### config.mk
export PLATFORM = sky130hd
export DESIGN_NAME = jtag_regbus_chain
export DESIGN_NICKNAME = d
export VERILOG_FILES = /design/src/rtl/jtag_chain_pkg.sv /design/src/rtl/jtag_tap_fsm.sv /design/src/rtl/jtag_instr_unit.sv /design/src/rtl/jtag_packet_dr.sv /design/src/rtl/jtag_regbus_chain.sv
export SDC_FILE = /design/constraint.sdc
export NUM_CORES = 1
export LEC_CHECK = 0
export BUFFER_PORTS_ARGS = -buffer_cell sky130_fd_sc_hd__buf_2
export CORE_AREA = 4 4 96 98
export DETAILED_ROUTE_END_ITERATION = 8
export DIE_AREA = 0 0 100 102
export GPL_TIMING_DRIVEN = 1
export PLACE_DENSITY = 0.89
export SLEW_MARGIN = 0
export SYNTH_ARGS = -nofsm -noshare
export SYNTH_HDL_FRONTEND = slang
export SYNTH_SLANG_ARGS = --single-unit
### constraint.sdc
create_clock -name tck -period 2.6 [get_ports tck]
set_clock_uncertainty 0.2 [all_clocks]
set_input_delay 0.52 -clock tck [delete_from_list [all_inputs] [get_ports tck]]
set_output_delay 0.52 -clock tck [all_outputs]
set_load 0.1 [all_outputs]
### src/rtl/jtag_chain_pkg.sv
`timescale 1ns/1ps
package jtag_chain_pkg;

    // Sixteen controller states
    typedef enum logic [3:0] {
        ST_RESET,
        ST_IDLE,
        ST_DR_SEL,
        ST_DR_CAP,
        ST_DR_SHIFT,
        ST_DR_EXIT1,
        ST_DR_PAUSE,
        ST_DR_EXIT2,
        ST_DR_UPD,
        ST_IR_SEL,
        ST_IR_CAP,
        ST_IR_SHIFT,
        ST_IR_EXIT1,
        ST_IR_PAUSE,
        ST_IR_EXIT2,
        ST_IR_UPD
    } tap_state_e;

    // Per-state action enables handed to the register units
    typedef struct packed {
        logic in_reset;
        logic dr_cap;
        logic dr_shift;
        logic dr_upd;
        logic ir_cap;
        logic ir_shift;
        logic ir_upd;
    } tap_ctl_t;

    // Which data register sits between TDI and TDO
    typedef enum logic [1:0] {
        PATH_BYPASS,
        PATH_CHSEL,
        PATH_PACKET
    } dr_path_e;

endpackage

### src/rtl/jtag_tap_fsm.sv
`timescale 1ns/1ps
module jtag_tap_fsm
    import jtag_chain_pkg::*;
(
    input  logic       tck,
    input  logic       trst_n,
    input  logic       tms,
    output tap_state_e state,
    output tap_ctl_t   ctl
);

    tap_state_e next_state;

    always_ff @(posedge tck or negedge trst_n) begin
        if (!trst_n) state <= ST_RESET;
        else         state <= next_state;
    end

    always_comb begin
        next_state = state;
        unique case (state)
            ST_RESET:    next_state = tms ? ST_RESET    : ST_IDLE;
            ST_IDLE:     next_state = tms ? ST_DR_SEL   : ST_IDLE;
            ST_DR_SEL:   next_state = tms ? ST_IR_SEL   : ST_DR_CAP;
            ST_DR_CAP:   next_state = tms ? ST_DR_EXIT1 : ST_DR_SHIFT;
            ST_DR_SHIFT: next_state = tms ? ST_DR_EXIT1 : ST_DR_SHIFT;
            ST_DR_EXIT1: next_state = tms ? ST_DR_UPD   : ST_DR_PAUSE;
            ST_DR_PAUSE: next_state = tms ? ST_DR_EXIT2 : ST_DR_PAUSE;
            ST_DR_EXIT2: next_state = tms ? ST_DR_UPD   : ST_DR_SHIFT;
            ST_DR_UPD:   next_state = tms ? ST_DR_SEL   : ST_IDLE;
            ST_IR_SEL:   next_state = tms ? ST_RESET    : ST_IR_CAP;
            ST_IR_CAP:   next_state = tms ? ST_IR_EXIT1 : ST_IR_SHIFT;
            ST_IR_SHIFT: next_state = tms ? ST_IR_EXIT1 : ST_IR_SHIFT;
            ST_IR_EXIT1: next_state = tms ? ST_IR_UPD   : ST_IR_PAUSE;
            ST_IR_PAUSE: next_state = tms ? ST_IR_EXIT2 : ST_IR_PAUSE;
            ST_IR_EXIT2: next_state = tms ? ST_IR_UPD   : ST_IR_SHIFT;
            ST_IR_UPD:   next_state = tms ? ST_DR_SEL   : ST_IDLE;
            default:     next_state = ST_RESET;
        endcase
    end

    always_comb begin
        ctl = '0;
        unique case (state)
            ST_RESET:    ctl.in_reset = 1'b1;
            ST_DR_CAP:   ctl.dr_cap   = 1'b1;
            ST_DR_SHIFT: ctl.dr_shift = 1'b1;
            ST_DR_UPD:   ctl.dr_upd   = 1'b1;
            ST_IR_CAP:   ctl.ir_cap   = 1'b1;
            ST_IR_SHIFT: ctl.ir_shift = 1'b1;
            ST_IR_UPD:   ctl.ir_upd   = 1'b1;
            default:     ctl = '0;
        endcase
    end

endmodule

### src/rtl/jtag_instr_unit.sv
`timescale 1ns/1ps
module jtag_instr_unit
    import jtag_chain_pkg::*;
#(
    parameter int IR_W      = 4,
    parameter int SEL_W     = 4,
    parameter int IR_SELECT = 2,
    parameter int IR_ACCESS = 12,
    parameter int CHAIN_ID  = 6
) (
    input  logic     tck,
    input  logic     trst_n,
    input  tap_ctl_t ctl,
    input  logic     tdi,
    output dr_path_e path,
    output logic     ir_tdo,
    output logic     chsel_tdo
);

    localparam logic [IR_W-1:0]  IR_BYPASS  = '1;
    localparam logic [IR_W-1:0]  IR_CAPTURE = IR_W'(1);
    localparam logic [IR_W-1:0]  SEL_CODE   = IR_W'(IR_SELECT);
    localparam logic [IR_W-1:0]  ACC_CODE   = IR_W'(IR_ACCESS);
    localparam logic [SEL_W-1:0] SEL_MATCH  = SEL_W'(CHAIN_ID);

    logic [IR_W-1:0]  ir_sh;
    logic [IR_W-1:0]  ir_q;
    logic [SEL_W-1:0] sel_sh;
    logic [SEL_W-1:0] sel_q;
    logic             on_sel;

    // Instruction shift stage and current instruction
    always_ff @(posedge tck or negedge trst_n) begin
        if (!trst_n) begin
            ir_sh <= '0;
            ir_q  <= IR_BYPASS;
        end else begin
            if (ctl.ir_cap)        ir_sh <= IR_CAPTURE;
            else if (ctl.ir_shift) ir_sh <= {tdi, ir_sh[IR_W-1:1]};
            if (ctl.in_reset)      ir_q  <= IR_BYPASS;
            else if (ctl.ir_upd)   ir_q  <= ir_sh;
        end
    end

    assign on_sel = (path == PATH_CHSEL);

    // Chain select shift stage and current chain number
    always_ff @(posedge tck or negedge trst_n) begin
        if (!trst_n) begin
            sel_sh <= '0;
            sel_q  <= '0;
        end else begin
            if (ctl.dr_cap && on_sel)        sel_sh <= sel_q;
            else if (ctl.dr_shift && on_sel) sel_sh <= {tdi, sel_sh[SEL_W-1:1]};
            if (ctl.in_reset)                sel_q  <= '0;
            else if (ctl.dr_upd && on_sel)   sel_q  <= sel_sh;
        end
    end

    always_comb begin
        if (ir_q == SEL_CODE)
            path = PATH_CHSEL;
        else if (ir_q == ACC_CODE && sel_q == SEL_MATCH)
            path = PATH_PACKET;
        else
            path = PATH_BYPASS;
    end

    assign ir_tdo    = ir_sh[0];
    assign chsel_tdo = sel_sh[0];

endmodule

### src/rtl/jtag_packet_dr.sv
`timescale 1ns/1ps
module jtag_packet_dr
    import jtag_chain_pkg::*;
#(
    parameter int DATA_W   = 32,
    parameter int ADDR_W   = 7,
    parameter int NUM_REGS = 12
) (
    input  logic              tck,
    input  logic              trst_n,
    input  tap_ctl_t          ctl,
    input  logic              active,
    input  logic              tdi,
    input  logic [DATA_W-1:0] bus_rdata,
    output logic [ADDR_W-1:0] bus_addr,
    output logic [DATA_W-1:0] bus_wdata,
    output logic              bus_we,
    output logic              pkt_tdo
);

    localparam int                PKT_W      = DATA_W + ADDR_W + 1;
    localparam logic [ADDR_W:0]   ADDR_LIMIT = (ADDR_W+1)'(NUM_REGS);

    logic [PKT_W-1:0]  pkt_q;
    logic [DATA_W-1:0] rd_hold_q;
    logic [ADDR_W-1:0] f_addr;
    logic [DATA_W-1:0] f_data;
    logic              f_rw;
    logic              mapped;

    assign f_data = pkt_q[DATA_W-1:0];
    assign f_addr = pkt_q[DATA_W +: ADDR_W];
    assign f_rw   = pkt_q[PKT_W-1];
    assign mapped = ({1'b0, f_addr} < ADDR_LIMIT);

    always_ff @(posedge tck or negedge trst_n) begin
        if (!trst_n) begin
            pkt_q     <= '0;
            rd_hold_q <= '0;
        end else begin
            if (active && ctl.dr_cap)
                pkt_q <= {{(ADDR_W+1){1'b0}}, rd_hold_q};
            else if (active && ctl.dr_shift)
                pkt_q <= {tdi, pkt_q[PKT_W-1:1]};
            if (active && ctl.dr_upd && !f_rw)
                rd_hold_q <= mapped ? bus_rdata : '0;
        end
    end

    assign bus_we    = active && ctl.dr_upd && f_rw && mapped;
    assign bus_addr  = f_addr;
    assign bus_wdata = f_data;
    assign pkt_tdo   = pkt_q[0];

endmodule

### src/rtl/jtag_regbus_chain.sv
`timescale 1ns/1ps
module jtag_regbus_chain
    import jtag_chain_pkg::*;
#(
    parameter int IR_W      = 4,
    parameter int SEL_W     = 4,
    parameter int DATA_W    = 32,
    parameter int ADDR_W    = 7,
    parameter int NUM_REGS  = 12,
    parameter int CHAIN_ID  = 6,
    parameter int IR_SELECT = 2,
    parameter int IR_ACCESS = 12
) (
    input  logic              tck,
    input  logic              trst_n,
    input  logic              tms,
    input  logic              tdi,
    output logic              tdo,
    output logic [ADDR_W-1:0] bus_addr,
    output logic [DATA_W-1:0] bus_wdata,
    output logic              bus_we,
    input  logic [DATA_W-1:0] bus_rdata
);

    tap_state_e tap_state;
    tap_ctl_t   ctl;
    dr_path_e   dr_path;
    logic       ir_tdo;
    logic       chsel_tdo;
    logic       pkt_tdo;
    logic       bypass_q;
    logic       pkt_active;

    jtag_tap_fsm u_fsm (
        .tck    (tck),
        .trst_n (trst_n),
        .tms    (tms),
        .state  (tap_state),
        .ctl    (ctl)
    );

    jtag_instr_unit #(
        .IR_W      (IR_W),
        .SEL_W     (SEL_W),
        .IR_SELECT (IR_SELECT),
        .IR_ACCESS (IR_ACCESS),
        .CHAIN_ID  (CHAIN_ID)
    ) u_instr (
        .tck       (tck),
        .trst_n    (trst_n),
        .ctl       (ctl),
        .tdi       (tdi),
        .path      (dr_path),
        .ir_tdo    (ir_tdo),
        .chsel_tdo (chsel_tdo)
    );

    assign pkt_active = (dr_path == PATH_PACKET);

    jtag_packet_dr #(
        .DATA_W   (DATA_W),
        .ADDR_W   (ADDR_W),
        .NUM_REGS (NUM_REGS)
    ) u_pkt (
        .tck       (tck),
        .trst_n    (trst_n),
        .ctl       (ctl),
        .active    (pkt_active),
        .tdi       (tdi),
        .bus_rdata (bus_rdata),
        .bus_addr  (bus_addr),
        .bus_wdata (bus_wdata),
        .bus_we    (bus_we),
        .pkt_tdo   (pkt_tdo)
    );

    // One-bit bypass path
    always_ff @(posedge tck or negedge trst_n) begin
        if (!trst_n)
            bypass_q <= 1'b0;
        else if (ctl.dr_cap && dr_path == PATH_BYPASS)
            bypass_q <= 1'b0;
        else if (ctl.dr_shift && dr_path == PATH_BYPASS)
            bypass_q <= tdi;
    end

    always_comb begin
        tdo = 1'b0;
        if (tap_state == ST_IR_SHIFT) begin
            tdo = ir_tdo;
        end else if (tap_state == ST_DR_SHIFT) begin
            unique case (dr_path)
                PATH_CHSEL:  tdo = chsel_tdo;
                PATH_PACKET: tdo = pkt_tdo;
                default:     tdo = bypass_q;
            endcase
        end
    end

endmodule

## Yosys cells after proc, flatten, opt, wreduce, memory -nomap -nowiden

Index checks and enable logic that the tools add are counted.
W data, S select, Z words.

| storage, ports and cells | value |
|---|---|
| output and inout bits | 41 |
| input bits | 36 |
| word-level logic and storage cells | 91 |
| bits in registers | 93 |

| operators by class | value |
|---|---|
| mux-type cells | 38 |
| order comparisons | 1 |
| reduce and logical (&&, ||, !) cells | 24 |
| equality and inequality tests | 20 |

Operators by type and width:

| cell | number |
|---|---|
| $mux W40 | 2 |
| $mux W4 | 12 |
| $pmux W4 S12 | 1 |
| $eq A4 B4 Y1 const B | 9 |
| $mux W32 | 1 |
| $eq A4 B3 Y1 const B | 5 |
| $mux W1 | 14 |
| $eq A4 B2 Y1 const B | 3 |
| $logic_and A1 B1 Y1 | 12 |
| $reduce_bool A2 Y1 | 6 |
| $mux W2 | 5 |
| $lt A7 B4 Y1 const B | 1 |
| $mux W3 | 2 |
| $eq A4 B1 Y1 const B | 1 |
| $logic_not A4 Y1 | 1 |
| $reduce_or A2 Y1 | 2 |
| $reduce_or A3 Y1 | 1 |
| $eq A2 B1 Y1 const B | 1 |
| $eq A2 B2 Y1 const B | 1 |
| $logic_not A2 Y1 | 1 |
| $pmux W1 S2 | 1 |
| $logic_not A1 Y1 | 1 |

## Logic depth before layout (Yosys ltp)

| logic depth | value |
|---|---|
| depth after elaboration | 8 |
| gate-level depth with buffers | 7 |
| mapped depth without buffers | 4 |

## Modules after synthesis

A second synthesis with hierarchy kept.

| second synthesis, totals | value |
|---|---|
| cell total of the unflattened synthesis | 515 |
| area total of the unflattened synthesis | 5532.8 µm² |

By module, submodules not included:

| module | cells each | times used | sequential area each (µm²) | area an instance (µm²) |
|---|---|---|---|---|
| jtag_packet_dr | 380 | 1 | 1801.7 | 4242.8 |
| jtag_instr_unit | 72 | 1 | 405.4 | 805.8 |
| jtag_tap_fsm | 46 | 1 | 100.1 | 340.3 |
| jtag_regbus_chain | 17 | 1 | 25.0 | 143.9 |

## Least setup slack after synthesis

OpenSTA, ideal clock, no wires.

| timing | value |
|---|---|
| kind | register to output |
| start | register u_instr.ir_q[0] |
| end | output tdo |
| data arrival time | 2.722 ns |
| cell stages (with the launch flop) | 5 |
| setup slack | -0.842 ns |
| data required time | 1.880 ns |
| path buffers | 0 |
| cells stage by stage | dfstp_2 -> and4bb_1 -> and2_1 -> o31a_1 -> o211ai_1 |

| on the way | value |
|---|---|
| cells in the longest elaborated chain, start to end | 8 |
| elaborated cells on any way between the ends | 10 |
| those cells by class | 4 x eq/ne; 5 x mux; 1 x reduce/logical |

Ends and longest elaborated chain:

| element | line | source |
|---|---|---|
| start, declared | jtag_instr_unit.sv:27 | `logic [IR_W-1:0] ir_q;` |
| start signal, assigned | jtag_instr_unit.sv:41 | `else if (ctl.ir_upd) ir_q <= ir_sh;` |
| $eq A4 B4 Y1 | jtag_instr_unit.sv:63 | `else if (ir_q == ACC_CODE && sel_q == SEL_MATCH)` |
| $logic_and A1 B1 Y1 | jtag_instr_unit.sv:63 |  |
| $mux W2 | jtag_instr_unit.sv:63 |  |
| $mux W2 * | jtag_instr_unit.sv:61 | `if (ir_q == SEL_CODE)` |
| $eq A2 B2 Y1 / $eq A2 B1 Y1 (equally long branches) | jtag_regbus_chain.sv:92 | `unique case (dr_path)` |
| $pmux W1 S2 * | jtag_regbus_chain.sv:92 |  |
| $mux W1 * | jtag_regbus_chain.sv:91 | `end else if (tap_state == ST_DR_SHIFT) begin` |
| $mux W1 * | jtag_regbus_chain.sv:89 | `if (tap_state == ST_IR_SHIFT) begin` |
| end, declared | jtag_regbus_chain.sv:18 | `output logic tdo,` |

Every way passes the cells marked *; elsewhere a longest branch is shown, timed or not.

## Worst setup path in the final report

Ends and elaborated chain as after synthesis.

==> flow_metrics.tcl <==
set metrics [dict create \
    die_y_um 102 \
    setup_viol 1 \
    p_comb_share_pct 23.6 \
    total_power_w 0.00354 \
    rsz0062_at_grt "true" \
    path_buf_inv 1 \
    max_slew_margin_pct 64.2 \
    cp.required_ns 1.88 \
    finalHoldViolCount 0 \
    viasPerCell 5.51 \
    io_buffers 76 \
    finalCritPeriodShare_pct 103 \
    cts_made_buffers 9 \
    drt-initial-drc-count 160 \
    synth_seq_area_share_pct 51.0 \
    netlist.area_leader.share_pct 48.7 \
    antenna_cells 0 \
    routed_wl_um 9950 \
    die_x_um 100 \
    start_kind "flip-flop" \
    finalSetupTns_ns -0.0760 \
    powerDensity_nw_per_um2 707 \
    violations "negative setup slack" \
    irDropWorstVdd_mv 0.404 \
    yosys_warnings 0 \
    finalMaxSlewViolations 0 \
    dp.cells 649 \
    status "complete, but fails checks" \
    pre_cts_ws_ns 0.149 \
    first_pass_iters 7 \
    start_util_pct 54.0 \
    grt_pass1_wl_um 16500 \
    grt_max_degree 65 \
    cts_sinks 93 \
    grt.total_usage_pct 20.0 \
    path_max_fanout 2 \
    cap_violations 0 \
    leakage_nw 2.49 \
    worstPathArrival_ns 1.96 \
    drive_gt1_share_pct 21.9 \
    post-dp-hpwl_um 6660 \
    routabilityCongestion 0.888 \
    crit_chain "and4bb_1 -> and2_4 -> o31a_1 -> o211ai_1 -> buf_12" \
    seqPwrFrac_pct 48.6 \
    netSwitchingFraction_pct 33.9 \
    cts_buffer_depth 2 \
    antenna_found_initial 0 \
    ys_async_sr_fraction_pct 100 \
    synth_cell_types 39 \
    cpLargestDelayFamily "flip-flops" \
    synth_area_leaders "dfrtp_1 (49%), nand2_1 (13%), buf_4 (6.7%), o21ai_0 (5.1%), a31oi_1 (4.9%)" \
    htree_levels 3 \
    synth_common_cells "nand2_1 (158), dfrtp_1 (89), nor2_1 (50), o21ai_0 (47), buf_4 (41)" \
    wl_per_cell_um 14.8 \
    final_cells 674 \
    synth_fp_nets 565 \
    p_switching_w 0.00120 \
    power.clock.fraction_pct 27.7 \
    critPathKind "flip-flop to output port" \
    grt_pass1_vias 3606 \
    clock_latency_ns 0.35 \
    synth_edf_count 0 \
    yosysMostFrequentCell "nand2_1" \
    cpPeakStageDelay_ns 0.54 \
    fp.coreArea_sq_um 8470 \
    holdWs_ns 0.197 \
    hp-class "input pin to flip-flop" \
    area_growth_syn_to_layout_pct 9.58 \
    holdCritStartpoint "bus_rdata[23]" \
    cts_root_buf "clkbuf_8" \
    tightest_slew_ns 0.533 \
    rows 34 \
    cp_slowest_cell "dfstp_2" \
    reg2reg_slack_ns 0.40 \
    cts_tree "yes" \
    yosys_register_bits 93 \
    remaining_drc_errors 0 \
    fmax_ghz 0.374 \
    die_area_sq_um 10200 \
    regToRegStartpoint "u_instr.ir_q[2]$_DFFE_PN1P_" \
    synth_top_cell_by_area "dfrtp_1" \
    p_int_w 0.00234 \
    min_period_ns 2.68 \
    fillers 736 \
    vias 3712 \
    synth_flop_cell "dfrtp_1" \
    syn_inst 529 \
    drtAntennaViolNets 0 \
    syn-cell-area_sq_um 4570 \
    fin_nets 597 \
    clk_pin_slew_ns 0.10 \
    layout_setup_ws_ns -0.0760 \
    crit_path_start "u_instr.ir_q[0]$_DFFE_PN1P_" \
    worstSetupEndpointType "output port" \
    avgSynthCellArea_sq_um 8.64 \
    io_pins 77 \
    grt-ovfl-total 0 \
]
-- final cells by class --
class	count	area [sq um]	area share, %
clock buffer	10	138	2.75
clock inverter	6	70.1	1.40
inverter	13	48.8	0.975
multi-input combinational	350	1710	34.1
sequential	93	2330	46.6
tap	108	135	2.70
timing repair buffer	94	576	11.5
-- worst min-delay path: stages --
cell and delay, ns:
buf_2 0.09, nand2_1 0.05, o21ai_1 0.05
-- power by group through the flow --
stage / sequential (W) / clock [W] / combinational [W]
after floorplan: 0.00166 / 0 / 0.000655
after global placement: 0.00173 / 0 / 0.000736
after detailed placement: 0.00175 / 0 / 0.000776
after CTS: 0.00171 / 0.000998 / 0.000812
after global routing: 0.00174 / 0.00104 / 0.000936
final: 0.00172 / 0.000982 / 0.000837
-- sequential cells by signal, summed over array words and instances (netlist names) --
register / flops
u_fsm.state: 4
bypass_q: 1
u_instr.sel_q: 4
u_pkt.pkt_q: 40
u_pkt.rd_hold_q: 32
u_instr.sel_sh: 4
u_instr.ir_sh: 4
u_instr.ir_q: 4
-- logic make-up after synthesis --
family / after synthesis / synth area share [%]
simple gates: 236 / 22.0
compound gates: 113 / 15.0
flops: 93 / 51.0
buf+inv: 86 / 11.8
xor+xnor: 1 / 0.192
-- cell usage in the layout, fill, tap and decap left out, types with 2 or more instances in the layout --
| cell | instances |
|---|---|
| nand3_1 | 13 |
| dfrtp_2 | 2 |
| o21ai_0 | 47 |
| clkbuf_8 | 10 |
| o41ai_1 | 2 |
| a21oi_1 | 4 |
| nor4b_4 | 2 |
| a211oi_1 | 2 |
| buf_2 | 73 |
| a22oi_1 | 5 |
| dfrtp_1 | 87 |
| buf_4 | 16 |
| o21ai_1 | 8 |
| buf_12 | 4 |
| nand2_1 | 158 |
| inv_1 | 13 |
| a31oi_1 | 36 |
| o211ai_1 | 2 |
| nor2_1 | 50 |
| dfstp_2 | 4 |
| nand4_1 | 2 |
| clkinv_4 | 3 |
-- layer usage --
layer,vias to the layer above,wire length (um),track usage (%)
met2,146,4900,33.1
met4,0,325,9.95
li1,1793,-,-
met5,-,0,0
met3,39,588,3.41
met1,1734,4140,25.6
-- stage by stage --
step	utilization, %	instance area [sq um]
6_report	59.1	5010
5_1_grt	59.1	5010
4_1_cts	58.9	4990
3_5_place_dp	55.8	4720
3_3_place_gp	55.8	4720
2_1_floorplan	-	4570
-- what timing repair did --
action	CTS	global route
cloned	0	0
pin swaps	3	1
hold endpoints to repair	37	0
setup buffers	6	2
hold buffers	1	0
resized for setup	0	3
endpoints found under the setup margin	1	2
-- worst paths after layout --
path,end,depth (start not counted)
worst min-delay path,u_pkt.rd_hold_q[23]$_DFFE_PN0P_,3
worst min register to register,u_pkt.rd_hold_q[10]$_DFFE_PN0P_,2
max in group asynchronous,u_instr.ir_q[1]$_DFFE_PN1P_,3
worst max-delay path,tdo,5
worst max register to register,u_pkt.pkt_q[22]$_DFFE_PN0P_,7
min in group asynchronous,u_pkt.pkt_q[25]$_DFFE_PN0P_,2
Power figures use the tool's default switching activity.
